[src/rtl/timer_pkg.sv]
package timer_pkg;
  typedef enum logic {
    MODE_ONESHOT = 1'b0,
    MODE_RELOAD  = 1'b1
  } run_mode_e;
endpackage

[src/rtl/timer_cfg_regs.sv]
module timer_cfg_regs import timer_pkg::*; #(
  parameter int CNT_W  = 12,
  parameter int PSEL_W = 3
) (
  input  logic              clk_i,
  input  logic              rst_ni,
  input  logic              we_i,
  input  logic [CNT_W-1:0]  timeout_i,
  input  logic [PSEL_W-1:0] psel_i,
  input  logic              mode_i,
  output logic [CNT_W-1:0]  timeout_o,
  output logic [PSEL_W-1:0] psel_o,
  output run_mode_e         mode_o
);
  always_ff @(posedge clk_i or negedge rst_ni) begin
    if (!rst_ni) begin
      timeout_o <= '0;
      psel_o    <= '0;
      mode_o    <= MODE_ONESHOT;
    end else if (we_i) begin
      timeout_o <= timeout_i;
      psel_o    <= psel_i;
      mode_o    <= run_mode_e'(mode_i);
    end
  end

  assert_cfg_hold_R1: assert property (@(posedge clk_i) disable iff (!rst_ni)
    !we_i |=> $stable(timeout_o) && $stable(psel_o) && $stable(mode_o));
endmodule

[src/rtl/timer_prescaler.sv]
module timer_prescaler #(
  parameter int PSEL_W = 3
) (
  input  logic              clk_i,
  input  logic              rst_ni,
  input  logic              run_i,
  input  logic              restart_i,
  input  logic [PSEL_W-1:0] psel_i,
  output logic              tick_o
);
  localparam int NSEL  = 2 ** PSEL_W;
  localparam int PRE_W = (NSEL > 1) ? NSEL - 1 : 1;

  logic [PRE_W-1:0] pre_q;
  logic [NSEL-1:0]  sel_tick;

  always_ff @(posedge clk_i or negedge rst_ni) begin
    if (!rst_ni)        pre_q <= '0;
    else if (restart_i) pre_q <= '0;
    else if (run_i)     pre_q <= pre_q + PRE_W'(1);
  end

  // select p ticks when the low p prescaler bits are all ones
  for (genvar p = 0; p < NSEL; p++) begin : g_sel
    if (p == 0) begin : g_every
      assign sel_tick[p] = 1'b1;
    end else begin : g_div
      assign sel_tick[p] = &pre_q[p-1:0];
    end
  end

  assign tick_o = run_i & sel_tick[psel_i];

  assert_restart_phase_R10: assert property (@(posedge clk_i) disable iff (!rst_ni)
    restart_i |=> pre_q == '0);
  assert_tick_p0_R3: assert property (@(posedge clk_i) disable iff (!rst_ni)
    run_i && psel_i == '0 |-> tick_o);
  assert_no_tick_idle_R9: assert property (@(posedge clk_i) disable iff (!rst_ni)
    !run_i |-> !tick_o);
endmodule

[src/rtl/timer_core.sv]
module timer_core import timer_pkg::*; #(
  parameter int CNT_W = 12
) (
  input  logic             clk_i,
  input  logic             rst_ni,
  input  logic             start_i,
  input  logic             stop_i,
  input  logic             tick_i,
  input  logic [CNT_W-1:0] timeout_i,
  input  run_mode_e        mode_i,
  output logic [CNT_W-1:0] count_o,
  output logic             running_o,
  output logic             expire_o
);
  logic at_zero;

  assign at_zero  = (count_o == '0);
  assign expire_o = running_o & tick_i & at_zero & ~start_i & ~stop_i;

  always_ff @(posedge clk_i or negedge rst_ni) begin
    if (!rst_ni) begin
      count_o   <= '0;
      running_o <= 1'b0;
    end else if (start_i) begin
      count_o   <= timeout_i;
      running_o <= 1'b1;
    end else if (stop_i) begin
      running_o <= 1'b0;
    end else if (running_o && tick_i) begin
      if (at_zero) begin
        if (mode_i == MODE_RELOAD) count_o <= timeout_i;
        else                       running_o <= 1'b0;
      end else begin
        count_o <= count_o - CNT_W'(1);
      end
    end
  end

  assert_load_R2: assert property (@(posedge clk_i) disable iff (!rst_ni)
    start_i |=> running_o && count_o == $past(timeout_i));
  assert_dec_R3: assert property (@(posedge clk_i) disable iff (!rst_ni)
    running_o && tick_i && count_o != '0 && !start_i && !stop_i
    |=> count_o == $past(count_o) - CNT_W'(1));
  assert_oneshot_idle_R5: assert property (@(posedge clk_i) disable iff (!rst_ni)
    expire_o && mode_i == MODE_ONESHOT |=> !running_o && count_o == '0);
  assert_reload_R6: assert property (@(posedge clk_i) disable iff (!rst_ni)
    expire_o && mode_i == MODE_RELOAD |=> running_o && count_o == $past(timeout_i));
  assert_stop_freeze_R9: assert property (@(posedge clk_i) disable iff (!rst_ni)
    stop_i && !start_i |=> !running_o && $stable(count_o));
  assert_idle_hold_R9: assert property (@(posedge clk_i) disable iff (!rst_ni)
    !running_o && !start_i |=> !running_o && $stable(count_o));
endmodule

[src/rtl/timer_irq.sv]
module timer_irq (
  input  logic clk_i,
  input  logic rst_ni,
  input  logic set_i,
  input  logic clr_i,
  output logic irq_o
);
  always_ff @(posedge clk_i or negedge rst_ni) begin
    if (!rst_ni)    irq_o <= 1'b0;
    else if (set_i) irq_o <= 1'b1;
    else if (clr_i) irq_o <= 1'b0;
  end

  assert_sticky_R8: assert property (@(posedge clk_i) disable iff (!rst_ni)
    irq_o && !clr_i |=> irq_o);
  assert_set_wins_R8: assert property (@(posedge clk_i) disable iff (!rst_ni)
    set_i && clr_i |=> irq_o);
  assert_clear_R8: assert property (@(posedge clk_i) disable iff (!rst_ni)
    clr_i && !set_i |=> !irq_o);
endmodule

[src/rtl/tick_timer.sv]
module tick_timer import timer_pkg::*; #(
  parameter int CNT_W  = 12,
  parameter int PSEL_W = 3
) (
  input  logic              clk_i,
  input  logic              rst_ni,
  input  logic              cfg_we_i,
  input  logic [CNT_W-1:0]  cfg_timeout_i,
  input  logic [PSEL_W-1:0] cfg_psel_i,
  input  logic              cfg_mode_i,
  input  logic              start_i,
  input  logic              stop_i,
  input  logic              irq_clr_i,
  output logic              irq_o,
  output logic              running_o,
  output logic [CNT_W-1:0]  count_o
);
  logic [CNT_W-1:0]  timeout_q;
  logic [PSEL_W-1:0] psel_q;
  run_mode_e         mode_q;
  logic              tick;
  logic              expire;

  timer_cfg_regs #(.CNT_W(CNT_W), .PSEL_W(PSEL_W)) i_cfg (
    .clk_i     (clk_i),
    .rst_ni    (rst_ni),
    .we_i      (cfg_we_i),
    .timeout_i (cfg_timeout_i),
    .psel_i    (cfg_psel_i),
    .mode_i    (cfg_mode_i),
    .timeout_o (timeout_q),
    .psel_o    (psel_q),
    .mode_o    (mode_q)
  );

  timer_prescaler #(.PSEL_W(PSEL_W)) i_pre (
    .clk_i     (clk_i),
    .rst_ni    (rst_ni),
    .run_i     (running_o),
    .restart_i (start_i),
    .psel_i    (psel_q),
    .tick_o    (tick)
  );

  timer_core #(.CNT_W(CNT_W)) i_core (
    .clk_i     (clk_i),
    .rst_ni    (rst_ni),
    .start_i   (start_i),
    .stop_i    (stop_i),
    .tick_i    (tick),
    .timeout_i (timeout_q),
    .mode_i    (mode_q),
    .count_o   (count_o),
    .running_o (running_o),
    .expire_o  (expire)
  );

  timer_irq i_irq (
    .clk_i  (clk_i),
    .rst_ni (rst_ni),
    .set_i  (expire),
    .clr_i  (irq_clr_i),
    .irq_o  (irq_o)
  );

  assert_irq_at_zero_R4: assert property (@(posedge clk_i) disable iff (!rst_ni)
    $rose(irq_o) |-> $past(count_o) == '0 && $past(running_o));
  assert_no_irq_stopped_R9: assert property (@(posedge clk_i) disable iff (!rst_ni)
    !running_o && !irq_o |=> !irq_o);
endmodule

[config.mk]
export PLATFORM = sky130hd
export DESIGN_NAME = tick_timer
export DESIGN_NICKNAME = d
export VERILOG_FILES = /design/src/rtl/timer_pkg.sv /design/src/rtl/timer_cfg_regs.sv /design/src/rtl/timer_prescaler.sv /design/src/rtl/timer_core.sv /design/src/rtl/timer_irq.sv /design/src/rtl/tick_timer.sv
export SDC_FILE = /design/constraint.sdc
export NUM_CORES = 1
export LEC_CHECK = 0
export BUFFER_PORTS_ARGS = -buffer_cell sky130_fd_sc_hd__buf_2
export CAP_MARGIN = 20
export CORE_ASPECT_RATIO = 1.25
export CORE_UTILIZATION = 59
export CTS_CLUSTER_SIZE = 30
export DETAILED_ROUTE_END_ITERATION = 7
export PLACE_DENSITY = 0.8
export SYNTH_ARGS = -nofsm -noshare
export SYNTH_HDL_FRONTEND = slang
export SYNTH_HIERARCHICAL = 1
export SYNTH_SLANG_ARGS = --single-unit
[constraint.sdc]
create_clock -name clk_i -period 5.13 [get_ports clk_i]
set_input_delay 1.026 -clock clk_i [delete_from_list [all_inputs] [get_ports clk_i]]
set_output_delay 1.026 -clock clk_i [all_outputs]
set_load 0.1 [all_outputs]
==> results of run 1 <==
## registers in the layout (all words and copies together) (netlist names)
name and flops:
i_cfg/mode_o 1, i_cfg/psel_o 3, i_cfg/timeout_o 12, i_core/count_o 12
i_core/running_o 1, i_irq/irq_o 1, i_pre/pre_q 7
## cells in the final DEF, fill, tap and decap left out, types with 3 or more instances in the layout
cell type,netlist,routed
a21oi_1,15,15
buf_2,1,35
clkbuf_8,0,5
dfrtp_1,37,37
ha_1,5,5
inv_1,9,9
mux2_2,7,7
mux2_4,10,10
mux2i_1,4,4
nand2_1,17,17
nand2b_1,4,4
nand3_1,9,9
nand3b_1,3,3
nand4_1,3,3
nor2_1,13,13
nor3_1,3,3
nor4_1,3,3
o211ai_1,3,3
o21ai_0,6,6
o32ai_1,4,4
or3_1,3,3
## per-stage QoR
| step | util, % | std cells | area, um^2 | hold WS [ps] |
|---|---|---|---|---|
| after floorplan | - | 198 | 2050 | 476 |
| after global placement | 67.8 | 260 | 2210 | 460 |
| after detailed placement | 67.8 | 260 | 2210 | 495 |
| after CTS | 70.5 | 268 | 2290 | 518 |
| after global routing | 70.5 | 268 | 2290 | 533 |
| final | 70.5 | 268 | 2290 | 515 |
## worst max path at each step
stage,from,to,slack (ps)
final,i_pre/pre_q[0]$_DFFE_PN0P_,i_core/count_o[8]$_DFFE_PN0P_,2430
after global placement,i_pre/pre_q[0]$_DFFE_PN0P_,i_core/count_o[8]$_DFFE_PN0P_,2600
after floorplan,i_core/count_o[6]$_DFFE_PN0P_,i_core/count_o[8]$_DFFE_PN0P_,2600
after CTS,i_pre/pre_q[0]$_DFFE_PN0P_,i_core/count_o[8]$_DFFE_PN0P_,2450
after global routing,i_pre/pre_q[0]$_DFFE_PN0P_,i_core/count_o[8]$_DFFE_PN0P_,2170
after detailed placement,i_pre/pre_q[0]$_DFFE_PN0P_,i_core/count_o[8]$_DFFE_PN0P_,2500
## layout make-up
cell class	count	area, um^2	area share, %
clock buffer	5	68.8	3.00
timing repair buffer	36	183	7.97
inverter	9	33.8	1.47
tap	37	46.3	2.02
clock inverter	3	17.5	0.764
sequential	37	926	40.4
multi-input combinational	141	1020	44.4
## power by group
part	switching [W]	internal [W]	total (W)
clock	0.000104	0.0000936	0.000197
sequential	0.0000425	0.000325	0.000367
combinational	0.000211	0.0000728	0.000284
total	0.000358	0.000491	0.000849
## worst max-delay path, stage by stage (launching register included)
cell and delay, ps:
dfrtp_1 450, ha_1 240, nand3_1 140, inv_1 100
ha_1 150, nand3b_1 70, o311ai_0 100, o2111a_1 300
nand3_1 140, a22oi_1 270, buf_4 280, o21ai_0 130
a22o_1 200
## cells by family (layout without fill, tap and decap cells)
kind of cell / after synthesis / in the layout
AND/OR/NAND/NOR: 68 / 68
AO/OA/AOI/OAI: 45 / 45
flip-flops: 37 / 37
multiplexers: 21 / 21
buffers and inverters: 20 / 53
adder cells (fa/ha/maj): 5 / 5
XOR/XNOR: 2 / 2
## synthesized netlist by cell type (2+ instances only)
library cell  instances  area share (%)
a21oi_1              15             3.7
a22o_1                2            0.85
buf_6                 2             1.1
clkbuf_1              6             1.1
dfrtp_1              37              45
ha_1                  5             3.0
inv_1                 9             1.6
mux2_2                7             3.8
mux2_4               10             7.3
mux2i_1               4             2.0
nand2_1              17             3.1
nand2b_1              4             1.2
nand3_1               9             2.2
nand3b_1              3             1.1
nand4_1               3            0.91
nor2_1               13             2.4
nor2b_1               2            0.61
nor3_1                3            0.73
nor4_1                3            0.91
o211ai_1              3             1.1
o21ai_0               6             1.5
o22ai_1               2            0.61
o311ai_0              2            0.85
o32ai_1               4             1.7
or2_2                 2            0.61
or3_1                 3            0.91
## routing by layer
| layer | GRT usage (%) | wire, um |
|---|---|---|
| met1 | 33.7 | 1840 |
| met2 | 46.7 | 2310 |
| met3 | 6.22 | 192 |
| met4 | 14.4 | 108 |
| met5 | 0 | 0 |
==> reports/results.env, run 1 <==
ADDER_CELL_AREA_SHARE_OF_THE_YOSYS_NETLIST_PCT=3.05
TIMING.CRITICAL_PATH.FANOUT_MAX=22
FINALSETUPVIOLCOUNT=0
DIEHEIGHT_UM=67.9
DRT_ANTENNA_NET_COUNT=0
FILLERS=241
POST-ROUTE-MIN-PERIOD_PS=2700
COREAREA_UM2=3250
SYNTH_COMPOUND_AREA_SHARE_PCT=15.2
CRITICAL_PATH_ARRIVAL_PS=2880
MIN_PATH_TYPE='flip-flop to flip-flop'
STATUS='finished clean'
GRT_PASS1_VIAS=1598
TIMING.FINAL.CRIT_SHARE_PCT=52.7
DR_TOTAL_VIAS=1660
PLACEMENTROWS=23
END_KIND='flip-flop'
CTS_BUFFER_DEPTH=2
AVGVIACOUNTPERCELL=6.19
DIEWIDTH_UM=54.7
YS_SEQ_ELEMENTS=37
WORST_EP_REQUIRED_TIME_PS=5310
CTSROOTBUFFERMASTER='clkbuf_8'
GRT_PASS1_WL_UM=7330
CAP_VIOL_MAX_COUNT=0
GR-TOTAL-OVERFLOW=0
SKEW_PS=4.72
SEQ_AREA_FRAC_SYNTH_PCT=45.1
DIODES=0
SYNTH_MUX_AREA_SHARE_PCT=13.1
MAX_CLOCK_FREQ_MHz=370
SYNTH_NETS=225
DRV_SLEW=0
HTREE_LEVELS=2
FINAL-HOLD-VIOLATION-COUNT=0
SYN-INSTANCE-COUNT=198
CLOCK_PIN_TRANSITION_ON_THE_WORST_SETUP_AND_HOLD_TIMING_PATHS_PS=70
FIN_TOTAL_PWR_W=0.000849
LAUNCHING_POINT_OF_THE_WORST_REG2REG_PATH='i_pre/pre_q[0]$_DFFE_PN0P_'
UNREPAIRED_SETUP_ENDPOINTS_AFTER_GLOBAL_ROUTING='no'
WORSTSETUPSTARTPOINTTYPE='flip-flop'
POST_SYNTH_AND_OR_NAND_NOR_AREA_FRACTION_PCT=17.3
ROUTABILITYCONGESTION=0.834
INITIAL_UTILIZATION_PCT=63.1
FP.DIEAREA_UM2=3720
DESIGN.PORTCOUNT=36
R2R-END='i_core/count_o[8]$_DFFE_PN0P_'
REMAINING_DRC_ERRORS=0
NETLIST_AREA_UM2=2050
PLACE_WS_PS=2500
POSTSYNTH.ASYNCRESETSHARE_PCT=100
CTS.REPAIR.RESIZED=0
DOMINANTREGCELLSYNTH='dfrtp_1'
POWER_PER_CELL_AREA_nW_PER_UM2=370
POST_SYNTH_NUM_CELL_TYPES=48
DETAILEDROUTE.FIRSTITERATIONVIOLATIONS=65
FIRSTDRTPASSITERS=4
SYNTH_TOP_FAMILY_BY_AREA='simple AND/OR/NAND/NOR gates'
POSTROUTEWIRELENGTH_UM=4450
TIMING_WORST_SETUP_PATH_TYPE='flip-flop to flip-flop'
DP_HPWL_UM=3120
DRT-WIRELENGTH-PER-CELL_UM=16.6
SLEW_HEADROOM_PCT=46.3
YOSYS.AREA_SHARE.XOR_XNOR_PCT=0.854
CLOCK_LATENCY_PS=290
FIN_WORST_SETUP_SLACK_PS=2430
GRT_MAX_DEGREE=38
YOSYSWARNINGS=6
HOLD-PATH-CELL-COUNT=1
TRITONCTS_NUM_SINKS=37
TIGHTEST_SLEW_PS=806
TOTAL_ROUTING_RESOURCE_UTILIZATION_AFTER_GLOBAL_ROUTING_PCT=28.3
P_LEAK_nW=1.05
CTS.HOLD.BUFFERS_ADDED=0
SYNTH_EDF_COUNT=0
INITIAL_ANTENNA_VIOLATION_COUNT=0
R2R_SETUP_SLACK_PS=2430
CTS_MADE_BUFFERS=5
DRIVE_GT1_SHARE_PCT=29.0
FINALSETUPTNS_PS=0
MIN_DELAY_WORST_ENDPOINT='i_cfg/timeout_o[9]$_DFFE_PN0P_'
TRITONCTS='done'
IR_WORST_VDD_mV=0.289
POST_CTS_BUFFERS=0
HOLDCRITSTARTPOINT='i_cfg/timeout_o[9]$_DFFE_PN0P_'
IO_BUFFER_COUNT=35
FINISH.NET_COUNT=257
FF2FF_PATH_DEPTH=12
AREA.GROWTH.SYNTH_TO_FINAL_PCT=11.7
POSTSYNTHAREAPERCELL_UM2=10.4
(Power assumes the default switching activity.)
==> inputs of run 2 (changes only) <==
- CORE_UTILIZATION: 59 -> 55
- PLACE_DENSITY: 0.8 -> 0.76
- clock period: 5.13 -> 2.6 ns (I/O delays scaled with it)
==> run 2 against run 1 <==
  * Worst hold slack worse by 200 ps
  * Critical path type unchanged
  * Cell count increased by 3.0%
  * Largest power group unchanged
  * Flip-flop and latch count unchanged
  * Sequential power is 96% higher
  * Register-to-register slack worse by 2200 ps
  * Power is 100% higher
  * Highest routed layer unchanged
  * Final area increased by 2.9%
  * Global-route usage is 4.7 points lower
  * Utilization is 3.3 points lower
  * Count of clock-buffer cells in the layout up 2
==> reports/results.env, run 2 (same netlist as run 1, synthesis figures left out) <==
FP.DIEAREA_UM2=3980
POWER_PER_CELL_AREA_nW_PER_UM2=733
INITIAL_UTILIZATION_PCT=58.4
TIMING.FINAL.CRIT_SHARE_PCT=92.1
AVGVIACOUNTPERCELL=5.98
CAP_VIOL_MAX_COUNT=0
CTS_MADE_BUFFERS=5
MAX_CLOCK_FREQ_MHz=418
AREA.GROWTH.SYNTH_TO_FINAL_PCT=15.0
UNREPAIRED_SETUP_ENDPOINTS_AFTER_GLOBAL_ROUTING='no'
REMAINING_DRC_ERRORS=0
R2R_SETUP_SLACK_PS=200
STATUS='finished clean'
CLOCK_LATENCY_PS=290
GRT_PASS1_WL_UM=7180
CLOCK_PIN_TRANSITION_ON_THE_WORST_SETUP_AND_HOLD_TIMING_PATHS_PS=70
FINAL-HOLD-VIOLATION-COUNT=0
FINISH.NET_COUNT=263
R2R-END='i_core/count_o[6]$_DFFE_PN0P_'
FINALSETUPTNS_PS=0
TIMING.CRITICAL_PATH.FANOUT_MAX=15
FIRSTDRTPASSITERS=5
DP_HPWL_UM=3130
UTILIZATION_PCT=67.2
WORST_EP_REQUIRED_TIME_PS=2780
COREAREA_UM2=3510
TIGHTEST_SLEW_PS=803
LAYOUT_COMMON_CELLS='dfrtp_1 (37), buf_2 (35), nand2_1 (17)'
GRT_MAX_DEGREE=38
SKEW_PS=5.51
TIMING_WORST_SETUP_PATH_TYPE='flip-flop to flip-flop'
INITIAL_ANTENNA_VIOLATION_COUNT=0
TOTAL_ROUTING_RESOURCE_UTILIZATION_AFTER_GLOBAL_ROUTING_PCT=23.6
DETAILEDROUTE.FIRSTITERATIONVIOLATIONS=57
WORSTSETUPSTARTPOINTTYPE='flip-flop'
DRIVE_GT1_SHARE_PCT=31.2
GRT_PASS1_VIAS=1573
MOSTFREQUENTLAYOUTCELL='dfrtp_1'
END_KIND='flip-flop'
FILLERS=291
MIN_PATH_TYPE='input port to async pin'
DIODES=0
TRITONCTS_NUM_SINKS=37
IR_WORST_VDD_mV=0.603
LARGEST_REGISTERS='i_cfg/timeout_o: 12 flops, i_core/count_o: 12 flops, i_pre/pre_q: 7 flops'
DESIGN.PORTCOUNT=36
POSTROUTEWIRELENGTH_UM=4330
P_LEAK_nW=1.09
IO_BUFFER_COUNT=35
TRITONCTS='done'
DR_TOTAL_VIAS=1651
ROUTABILITYCONGESTION=0.882
DIEWIDTH_UM=56.6
CTS.HOLD.BUFFERS_ADDED=0
LAUNCHING_POINT_OF_THE_WORST_REG2REG_PATH='i_pre/pre_q[1]$_DFFE_PN0P_'
DRT_ANTENNA_NET_COUNT=0
HTREE_LEVELS=2
POST-ROUTE-MIN-PERIOD_PS=2400
PLACEMENTROWS=24
DRT-WIRELENGTH-PER-CELL_UM=15.7
SLEW_HEADROOM_PCT=46.5
GR-TOTAL-OVERFLOW=0
CTS_BUFFER_DEPTH=2
WHS_PS=316
DRV_SLEW=0
CTSROOTBUFFERMASTER='clkbuf_8'
CRITICAL_PATH_ARRIVAL_PS=2580
FIN_TOTAL_PWR_W=0.00173
DIEHEIGHT_UM=70.3
FF2FF_PATH_DEPTH=12
FINALSETUPVIOLCOUNT=0
==> run 2: cell count changes in the layout (fill, tap and decap cells not counted) <==
cell	before	now
a22oi_2	0	1
clkbuf_8	5	7
buf_4	1	7
clkinvlp_4	1	0
a22oi_1	1	0
clkinv_2	2	1
==> run 2: worst max-delay path by stage <==
| stage | to | startpoint | slack [ps] | cells past startpoint |
|---|---|---|---|---|
| 6_report | i_core/count_o[6]$_DFFE_PN0P_ | i_pre/pre_q[1]$_DFFE_PN0P_ | 200 | 12 |
| 5_1_grt | i_core/count_o[1]$_DFFE_PN0P_ | i_pre/pre_q[1]$_DFFE_PN0P_ | 10 | 12 |
| 4_1_cts | i_core/count_o[1]$_DFFE_PN0P_ | i_pre/pre_q[1]$_DFFE_PN0P_ | 160 | 12 |
| 3_5_place_dp | i_core/count_o[6]$_DFFE_PN0P_ | i_pre/pre_q[1]$_DFFE_PN0P_ | 180 | 12 |
| 3_3_place_gp | i_core/count_o[6]$_DFFE_PN0P_ | i_pre/pre_q[1]$_DFFE_PN0P_ | 270 | 12 |
| 2_1_floorplan | i_core/count_o[8]$_DFFE_PN0P_ | i_core/count_o[6]$_DFFE_PN0P_ | 70 | 6 |
==> run 2: repair_timing <==
action                     in CTS  in global routing
setup buffers                   0                  1
resized for setup               0                  1
setup endpoints to repair       0                  3
==> run 2: layout make-up <==
class,instances,area (um^2),share of cell area [%]
Clock buffer,7,96.3,4.08
Clock inverter,1,5.00,0.212
Inverter,9,33.8,1.43
Multi-Input combinational cell,141,1020,43.3
Sequential cell,37,926,39.2
Tap cell,39,48.8,2.07
Timing Repair Buffer,42,228,9.65
==> run 2: layer usage <==
layer,global-route usage (%),wire length (um),vias up
met5,0,0,-
met2,40.4,2260,38
met4,10.3,65,0
met3,5.37,172,6
met1,28.0,1840,807
li1,-,-,800
==> run 2: worst max-delay path: stages, from the launching register on <==
cell	delay [ps]
dfrtp_1	400
ha_1	210
nand3_1	120
inv_1	100
ha_1	140
nand3b_1	70
o311ai_0	100
o2111a_1	270
nand3_1	150
a22oi_2	250
buf_4	230
nand2_1	70
a22o_1	170
==> run 2: where the power goes <==
group          internal, W  total [W]  switching (W)
clock network     0.000239   0.000438       0.000199
registers         0.000642   0.000718      0.0000768
logic             0.000152   0.000573       0.000421
total              0.00103    0.00173       0.000697
==> run 2: stage by stage <==
| stage | worst slack [ps] | std cells | area, um^2 |
|---|---|---|---|
| 6_report | 205 | 276 | 2360 |
| 5_1_grt | 14.7 | 276 | 2360 |
| 3_5_place_dp | 176 | 267 | 2250 |
| 3_3_place_gp | 273 | 267 | 2250 |
| 2_1_floorplan | 73.2 | 198 | 2050 |
| 4_1_cts | 161 | 275 | 2350 |
==> inputs of run 3 (changes only) <==
- clock period: 2.6 -> 2.4 ns (I/O delays scaled with it)
==> run 3 against run 2 <==
  * Power is 7.0% higher
  * Cell count is 1.1% higher
  * First-iteration DRC count is 23% higher
  * Sequential share of layout area is 0.27 points lower
  * Flip-flop and latch count stayed put
  * Sequential power is 9.9% higher
  * Clock power is 2% lower
  * Critical path depth stayed put
  * Clock skew is 0.51 ps lower
  * Routed wire length is 4.9% higher
  * Highest routed layer unchanged
==> reports/results.env, run 3 (same netlist as run 1, synthesis figures left out) <==
STATUS='finished clean'
SWITCHING_SHARE_PCT=40.5
LAUNCHING_POINT_OF_THE_WORST_REG2REG_PATH='i_pre/pre_q[0]$_DFFE_PN0P_'
DR_TOTAL_VIAS=1704
MAX_CLOCK_FREQ_MHz=442
MOSTFREQUENTLAYOUTCELL='buf_2'
POST-ROUTE-MIN-PERIOD_PS=2260
END_KIND='flip-flop'
PART_OF_THE_TOTAL_POWER_DISSIPATED_IN_SEQUENTIAL_ELEMENTS_PCT=42.6
INITIAL_UTILIZATION_PCT=58.4
IR_WORST_VDD_mV=0.574
PATH_CELLS='ha_4 -> nand3_1 -> inv_1 -> ha_1 -> nand3b_1 -> o311ai_1 -> o2111a_1 -> nand3_2 -> a22oi_2 -> buf_6 -> nand2_1 -> a22o_1'
DRT-WIRELENGTH-PER-CELL_UM=16.3
WORSTSETUPSTARTPOINTTYPE='flip-flop'
FIN_WORST_SETUP_SLACK_PS=135
DIODES=0
GRT_PASS1_WL_UM=7630
COREAREA_UM2=3510
TIMING_WORST_SETUP_PATH_TYPE='flip-flop to flip-flop'
UNREPAIRED_SETUP_ENDPOINTS_AFTER_GLOBAL_ROUTING='no'
NUMPLACEDINSTANCES=269
PATH_DEPTH=12
FINAL-HOLD-VIOLATION-COUNT=0
SLEW_HEADROOM_PCT=45.4
DRV_SLEW=0
WORST_EP_REQUIRED_TIME_PS=2570
FINISH.CELL_COUNT_WITHOUT_FILLERS=279
DP_HPWL_UM=3280
P_LEAK_nW=1.09
LAYOUT_COMMON_CELLS='buf_2 (36), dfrtp_1 (28), nand2_1 (17)'
SKEW_PS=4.99
CTS_BUFFER_DEPTH=2
INTERNAL_DISSIPATION_W=0.00110
AREA_OF_ALL_PLACED_CELLS_WITHOUT_FILLERS_UM2=2400
CLOCK_PIN_TRANSITION_ON_THE_WORST_SETUP_AND_HOLD_TIMING_PATHS_PS=70
AVGVIACOUNTPERCELL=6.11
FP.DIEAREA_UM2=3980
CTSROOTBUFFERMASTER='clkbuf_8'
FINISH.NET_COUNT=267
DIEHEIGHT_UM=70.3
MIN_PATH_TYPE='input port to async pin'
DRIVE_GT1_SHARE_PCT=36.3
POWER_PER_CELL_AREA_nW_PER_UM2=770
FILLERS=303
CRIT_PATH_TOP_DELAY_CELL='dfrtp_1'
TOTAL_ROUTING_RESOURCE_UTILIZATION_AFTER_GLOBAL_ROUTING_PCT=24.8
CRITICAL-PATH-MAX-STAGE-DELAY_PS=400
PLACE_WS_PS=-38.0
AREA.GROWTH.SYNTH_TO_FINAL_PCT=17.2
REMAINING_DRC_ERRORS=0
ROUTABILITYCONGESTION=0.879
COMBINATIONALPOWERSHARE_PCT=34.2
CAP_VIOL_MAX_COUNT=0
TIMING.CRITICAL_PATH.FANOUT_MAX=8
CRITICAL_PATH.STARTPOINT='i_pre/pre_q[0]$_DFFE_PN0P_'
CRITICAL_PATH_ARRIVAL_PS=2440
DESIGN.PORTCOUNT=36
CTS_MADE_BUFFERS=5
FF2FF_PATH_DEPTH=12
GRT_MAX_DEGREE=38
FINALSETUPTNS_PS=0
WORSTPATHBUFFERINVERTERCOUNT=2
HTREE_LEVELS=2
CRIT_FAMILY='compound AO/OA/AOI/OAI gates'
TIGHTEST_SLEW_PS=819
GRT_PASS1_VIAS=1639
FINALSETUPVIOLCOUNT=0
TRITONCTS='done'
CLOCK_LATENCY_PS=290
PLACEMENTROWS=24
LARGEST_REGISTERS='i_cfg/timeout_o: 12 flops, i_core/count_o: 12 flops, i_pre/pre_q: 7 flops'
IO_BUFFER_COUNT=35
DETAILEDROUTE.FIRSTITERATIONVIOLATIONS=70
CLOCK_NETWORK_FRACTION_OF_DESIGN_POWER_PCT=23.1
DRT_ANTENNA_NET_COUNT=0
DIEWIDTH_UM=56.6
GR-TOTAL-OVERFLOW=0
PLACED_CELL_AREA_UM2=2270
POSTROUTEWIRELENGTH_UM=4550
P_SW_W=0.000750
TIMING.FINAL.CRIT_SHARE_PCT=94.4
FIRSTDRTPASSITERS=4
INITIAL_ANTENNA_VIOLATION_COUNT=0
TRITONCTS_NUM_SINKS=37
[run 3: changes by cell type in the layout (fill, tap and decap cells not counted), sizes merged]
| cell | before | now |
|---|---|---|
| clkinv | 1 | 0 |
| buf | 42 | 46 |
[run 3: final cells by class]
class | count | area, um^2 | share of cell area [%]
multi-input cells | 141 | 1040 | 43.2
flip-flops and latches | 37 | 937 | 39.0
repair buffers | 46 | 259 | 10.8
clock buffers | 7 | 86.3 | 3.59
well taps | 39 | 48.8 | 2.03
inverters | 9 | 33.8 | 1.40
[run 3: worst paths after layout]
kind	endpoint	slack [ps]
worst min register to register	i_irq/irq_o$_DFFE_PN0P_	480
worst max register to register	i_core/count_o[6]$_DFFE_PN0P_	140
max in group asynchronous	i_core/count_o[2]$_DFFE_PN0P_	1540
worst max-delay path	i_core/count_o[6]$_DFFE_PN0P_	140
worst min-delay path	i_pre/pre_q[6]$_DFFE_PN0P_	270
min in group clk_i	i_cfg/timeout_o[3]$_DFFE_PN0P_	420
[run 3: timing repair]
action	in CTS	in global routing
hold buffers	0	0
pin swaps	0	2
cloned	0	1
setup buffers	0	2
endpoints found under the setup margin	2	11
resized for setup	2	4
[run 3: power groups by stage]
stage,Clock (W),Combinational [W],Sequential (W)
2_1_floorplan,0,0.000214,0.00106
3_3_place_gp,0,0.000609,0.000791
3_5_place_dp,0,0.000621,0.000795
4_1_cts,0.000449,0.000626,0.000784
5_1_grt,0.000471,0.000670,0.000801
6_report,0.000428,0.000634,0.000789
[run 3: metal layers]
layer	track usage [%]	routed length, um	up-vias
li1	-	-	810
met1	27.0	1760	824
met2	45.8	2530	61
met3	6.85	196	9
met4	7.32	60	0
met5	0	0	-
[run 3: metrics by stage]
stage | hold slack [ps] | util, % | total power (W)
2_1_floorplan | 184 | - | 0.00128
3_3_place_gp | 459 | 64.7 | 0.00140
3_5_place_dp | 471 | 64.7 | 0.00142
4_1_cts | 308 | 67.4 | 0.00186
5_1_grt | 352 | 68.4 | 0.00194
6_report | 269 | 68.4 | 0.00185
